File: config.mk
export PLATFORM = sky130hd
export DESIGN_NAME = rmw_shift_unit
export DESIGN_NICKNAME = d
export VERILOG_FILES = /design/src/rtl/rmw_shift_pkg.sv /design/src/rtl/rmw_shift_alu.sv /design/src/rtl/rmw_shift_seq.sv /design/src/rtl/rmw_shift_unit.sv
export SDC_FILE = /design/constraint.sdc
export NUM_CORES = 1
export LEC_CHECK = 0
export BUFFER_PORTS_ARGS = -buffer_cell sky130_fd_sc_hd__buf_2
export CORE_ASPECT_RATIO = 1.1
export CORE_MARGIN = 2
export CORE_UTILIZATION = 51
export DETAILED_ROUTE_END_ITERATION = 10
export GPL_ROUTABILITY_DRIVEN = 0
export HOLD_SLACK_MARGIN = 0.06
export PLACE_DENSITY = 0.79
export SETUP_SLACK_MARGIN = 0.4
export SLEW_MARGIN = 10
export SYNTH_ARGS = -nofsm -noshare
export SYNTH_HDL_FRONTEND = slang
export SYNTH_SLANG_ARGS = --single-unit
File: constraint.sdc
create_clock -name clk -period 2.04 [get_ports clk]
set_input_delay 0.408 -clock clk [delete_from_list [all_inputs] [get_ports clk]]
set_output_delay 0.408 -clock clk [all_outputs]
set_load 0.05 [all_outputs]
File: src/rtl/rmw_shift_pkg.sv
package rmw_shift_pkg;
  typedef enum logic [2:0] {
    ST_IDLE     = 3'd0,
    ST_DUMMY    = 3'd1,
    ST_RD       = 3'd2,
    ST_WR_ORIG  = 3'd3,
    ST_WR_SHIFT = 3'd4
  } rmw_state_e;
endpackage

File: src/rtl/rmw_shift_alu.sv
module rmw_shift_alu #(
  parameter int DATA_W = 8,
  parameter int C_BIT  = 0,
  parameter int Z_BIT  = 1,
  parameter int N_BIT  = 7
) (
  input  logic [DATA_W-1:0] opnd,
  input  logic [DATA_W-1:0] flags_in,
  input  logic              rotate,
  output logic [DATA_W-1:0] result,
  output logic [DATA_W-1:0] flags_new
);
  localparam logic [DATA_W-1:0] MSB_MASK = {1'b1, {(DATA_W-1){1'b0}}};

  logic fill_bit;
  logic carry_out;

  assign fill_bit  = rotate & flags_in[C_BIT];
  assign result    = {opnd[DATA_W-2:0], fill_bit};
  // masked test is "nonzero", not "equal to one"
  assign carry_out = (opnd & MSB_MASK) != '0;

  for (genvar i = 0; i < DATA_W; i++) begin : g_flag
    if (i == C_BIT) begin : g_c
      assign flags_new[i] = carry_out;
    end else if (i == Z_BIT) begin : g_z
      assign flags_new[i] = (result == '0);
    end else if (i == N_BIT) begin : g_n
      assign flags_new[i] = result[DATA_W-1];
    end else begin : g_pass
      assign flags_new[i] = flags_in[i];
    end
  end
endmodule

File: src/rtl/rmw_shift_seq.sv
module rmw_shift_seq
  import rmw_shift_pkg::*;
(
  input  logic       clk,
  input  logic       rst_n,
  input  logic       start,
  input  logic       use_mem,
  output rmw_state_e state,
  output logic       accept,
  output logic       last,
  output logic       done
);
  rmw_state_e nxt;

  assign accept = start && (state == ST_IDLE);
  assign last   = (state == ST_DUMMY) || (state == ST_WR_SHIFT);

  always_comb begin
    nxt = state;
    case (state)
      ST_IDLE:     if (accept) nxt = use_mem ? ST_RD : ST_DUMMY;
      ST_DUMMY:    nxt = ST_IDLE;
      ST_RD:       nxt = ST_WR_ORIG;
      ST_WR_ORIG:  nxt = ST_WR_SHIFT;
      ST_WR_SHIFT: nxt = ST_IDLE;
      default:     nxt = ST_IDLE;
    endcase
  end

  always_ff @(posedge clk or negedge rst_n) begin
    if (!rst_n) begin
      state <= ST_IDLE;
      done  <= 1'b0;
    end else begin
      state <= nxt;
      done  <= last;
    end
  end
endmodule

File: src/rtl/rmw_shift_unit.sv
module rmw_shift_unit
  import rmw_shift_pkg::*;
#(
  parameter int ADDR_W = 16,
  parameter int DATA_W = 8,
  parameter int C_BIT  = 0,
  parameter int Z_BIT  = 1,
  parameter int N_BIT  = 7
) (
  input  logic              clk,
  input  logic              rst_n,
  input  logic              start,
  input  logic              use_mem,
  input  logic              rotate,
  input  logic [ADDR_W-1:0] opnd_addr,
  input  logic [ADDR_W-1:0] pc,
  input  logic [DATA_W-1:0] acc_in,
  input  logic [DATA_W-1:0] flags_in,
  input  logic [DATA_W-1:0] bus_rdata,
  output logic [ADDR_W-1:0] bus_addr,
  output logic [DATA_W-1:0] bus_wdata,
  output logic              bus_we,
  output logic              bus_re,
  output logic              busy,
  output logic              done,
  output logic [DATA_W-1:0] acc_out,
  output logic [DATA_W-1:0] flags_out
);
  rmw_state_e        state;
  logic              accept;
  logic              last;
  logic [ADDR_W-1:0] addr_q;
  logic [ADDR_W-1:0] pc_q;
  logic [DATA_W-1:0] acc_q;
  logic [DATA_W-1:0] flg_q;
  logic [DATA_W-1:0] data_q;
  logic              mem_q;
  logic              rot_q;
  logic [DATA_W-1:0] alu_opnd;
  logic [DATA_W-1:0] alu_res;
  logic [DATA_W-1:0] alu_flags;

  rmw_shift_seq u_seq (
    .clk    (clk),
    .rst_n  (rst_n),
    .start  (start),
    .use_mem(use_mem),
    .state  (state),
    .accept (accept),
    .last   (last),
    .done   (done)
  );

  assign alu_opnd = mem_q ? data_q : acc_q;

  rmw_shift_alu #(
    .DATA_W(DATA_W), .C_BIT(C_BIT), .Z_BIT(Z_BIT), .N_BIT(N_BIT)
  ) u_alu (
    .opnd     (alu_opnd),
    .flags_in (flg_q),
    .rotate   (rot_q),
    .result   (alu_res),
    .flags_new(alu_flags)
  );

  always_ff @(posedge clk or negedge rst_n) begin
    if (!rst_n) begin
      addr_q <= '0;
      pc_q   <= '0;
      acc_q  <= '0;
      flg_q  <= '0;
      mem_q  <= 1'b0;
      rot_q  <= 1'b0;
    end else if (accept) begin
      addr_q <= opnd_addr;
      pc_q   <= pc;
      acc_q  <= acc_in;
      flg_q  <= flags_in;
      mem_q  <= use_mem;
      rot_q  <= rotate;
    end
  end

  always_ff @(posedge clk or negedge rst_n) begin
    if (!rst_n) begin
      data_q <= '0;
    end else if (state == ST_WR_ORIG) begin
      data_q <= bus_rdata;
    end
  end

  always_ff @(posedge clk or negedge rst_n) begin
    if (!rst_n) begin
      acc_out   <= '0;
      flags_out <= '0;
    end else if (last) begin
      acc_out   <= mem_q ? acc_q : alu_res;
      flags_out <= alu_flags;
    end
  end

  always_comb begin
    bus_addr  = '0;
    bus_wdata = '0;
    bus_we    = 1'b0;
    bus_re    = 1'b0;
    case (state)
      ST_DUMMY: begin
        bus_addr = pc_q;
        bus_re   = 1'b1;
      end
      ST_RD: begin
        bus_addr = addr_q;
        bus_re   = 1'b1;
      end
      ST_WR_ORIG: begin
        bus_addr  = addr_q;
        bus_wdata = bus_rdata;
        bus_we    = 1'b1;
      end
      ST_WR_SHIFT: begin
        bus_addr  = addr_q;
        bus_wdata = alu_res;
        bus_we    = 1'b1;
      end
      default: ;
    endcase
  end

  assign busy = (state != ST_IDLE);
endmodule

==> impl_results.md <==
* Status: finished, final reports clean
* Multi-input logic area at 2100 um^2
* Layout cells sized above 1 at 65.8%
* Core Box Area at 6560 um^2
* Critical Path Source: u_seq.state[1]
* Clock transition at path regs at 0.09 ns
* Tightest Pin Transition at 0.432 ns
* Largest net degree at the start of global routing at 48
* Register area share after synthesis at 55.6%
* WHS at 0.282 ns
* Max Cap Violations at 0
* Row cnt at 31
* Synth warn at 0
* Root Driver: clkbuf_8
* Worst setup SP type: register
* Nets@finish at 494
* Num CTS Buffers at 9
* Critical Path Sink: bus_addr[5]
* Vias after detailed routing at 2,910
* RSZ-0062 raised after global routing: true
* Distinct cells, synth at 28
* # setup viols final at 0
* Tcrit/Tclk final at 99.8%
* Fin. Hold Viols at 0
* DRC at 0
* Leading cell types in the layout, fill and taps excluded: 75 x buf_2, 72 x dfrtp_1, 52 x mux2_4
* Commonest non-fill, non-tap cell in the layout: buf_2
* Min cycle time layout at 2.03 ns
* Worst skew pair latency at 0.35 ns
* Yosys reg bits at 76
* DP HPWL at 5.62 mm
* RR Startpoint: u_seq.state[1]
* Worst path top cell family by delay: flip-flops
* Area Growth Syn to Fin at 66.0%
* Vias per cell at 5.60
* Die footprint at 7380 um^2
* Antenna violations before repair at 0
* Post-synthesis cell area at 3420 um^2
* WP buf/inv at 2
* Layout Utilization at 86.7%
* Crit path largest cell delay at 0.48 ns
* Die Width at 82.1 um
* Tot GR Track Use at 27.7%
* Clk sink count at 76
* Critical path's slowest cell: dfrtp_2
* Power Dens Cells at 2010 nW/um^2
* CTS tree: yes
* CP Depth at 6
* Syn nets at 358
* Leak at 2.72 nW
* CP Capture Type: output port
* Vias in the first global route at 3,103
* Hold Path Class: in -> reg
* Reg-to-reg endpoint: flg_q[0]
* H-tree Lvls at 3
* Worst Path Arrival at 1.63 ns
* Setup TNS at 0 ns
* Worst IR Drop VDD at 1.42 mV
* Die H at 89.9 um
* Syn Inst Count at 297
* Final Skew at 0.0107 ns
* Post-route ant nets at 0
* Crit path cell chain: nor2_4, and2_4, buf_12, nand2_1, o21ai_4, buf_6
* Reg area at 1910 um^2
* Kind of critical path: reg -> out
* Routed length per instance at 19.9 um
* DR iter-0 viols at 156
* TritonRoute pass-1 iters at 4
* N_diodes at 0
* Fmax at 491 MHz
* Port Buffers at 102
* Clock buffer depth at 2
* Global-route wire length before repair at 15.5 mm
* Flop-to-flop setup slack at 0.10 ns
* Fillers at 312
* Max-slew headroom at 71.2%
* R2R cell count at 7
* Synth Area per Inst at 11.5 um^2
* Global route overflow at 0
* Initial Utilization at 52.2%
* # IOs at 105
* Slew Viols, Final at 0
* Final wirelength at 10.4 mm
* Worst EP required at 1.63 ns
* Crit path max fanout at 8
## metal layers
layer  GRT usage [%]  part of all wire, %
met1            34.4                   40
met2            46.7                   52
met3            7.33                  5.4
met4            7.92                  2.4
met5               0                    0
## logic make-up after synthesis
family	synth area share, %
mux	21.2
compound gates	9.65
simple gates	9.17
xor+xnor	0.512
flops	55.6
buf+inv	3.87
## registers in the layout, indices dropped and copies added, names as in the netlist
register	cells
rot_q	1
flags_out	8
u_seq.state	3
addr_q	16
flg_q	6
acc_out	8
data_q	8
acc_q	8
mem_q	1
u_seq.done	1
pc_q	16
## stage by stage
stage          setup WS (ns)  total power, mW  cell area [um^2]  std cells
6_report             0.00508             11.4              5680        520
2_1_floorplan          0.242             6.91              3790        297
3_3_place_gp           0.156             7.85              4430        474
5_1_grt              -0.0677             11.9              5680        520
3_5_place_dp           0.135             8.02              4430        474
4_1_cts               0.0365             10.8              5430        513
## worst min-delay path by stage
stage / to / startpoint / slack, ns / cells after the start
2_1_floorplan: acc_out[0] / rst_n / 0.11 / 0
3_3_place_gp: u_seq.done / rst_n / 0.36 / 1
3_5_place_dp: acc_out[3] / rst_n / 0.37 / 1
4_1_cts: addr_q[14] / opnd_addr[14] / 0.26 / 2
5_1_grt: flg_q[6] / flags_in[6] / 0.27 / 2
6_report: pc_q[1] / pc[1] / 0.28 / 2
## area by class of cell
type / instances / area share, %
Multi-Input combinational cell: 198 / 37.0
Sequential cell: 76 / 33.6
Timing Repair Buffer: 144 / 23.9
Clock buffer: 9 / 2.18
Tap cell: 82 / 1.81
Clock inverter: 7 / 1.08
Inverter: 3 / 0.330
Timing Repair inverter: 1 / 0.154
## power by group
group,internal [mW],switching [mW]
clock network,0.460,0.625
registers,2.28,0.750
logic,3.42,3.85
## cell usage after synthesis
cell type,number,area [um^2]
a22oi_1,16,120
nor3_1,2,10.0
buf_4,2,15.0
clkinv_1,1,3.75
inv_1,2,7.51
mux2_1,20,225
or2_2,1,6.26
nor2_4,1,11.3
nor2_1,14,52.6
o21ai_0,25,125
mux2_2,33,372
o21ai_1,1,5.00
or3_4,1,11.3
nand2_1,45,169
buf_8,2,30.0
xnor2_1,2,17.5
nor4_1,3,18.8
dfrtp_1,76,1900
clkbuf_1,7,26.3
buf_6,1,11.3
buf_2,7,35.0
a21oi_1,16,80.1
mux2i_1,13,130
nor2b_1,2,12.5
buf_1,1,3.75
and4b_1,1,10.0
nor2_2,1,6.26
and2_1,1,6.26
## repair_timing
action,CTS,global route
hold buffers,1,0
hold endpoints to repair,29,0
endpoints found under the setup margin,80,90
buffers inserted,14,6
cloned,8,1
pin swaps,9,11
resized for setup,138,51
Power figures use the tool's default switching activity.
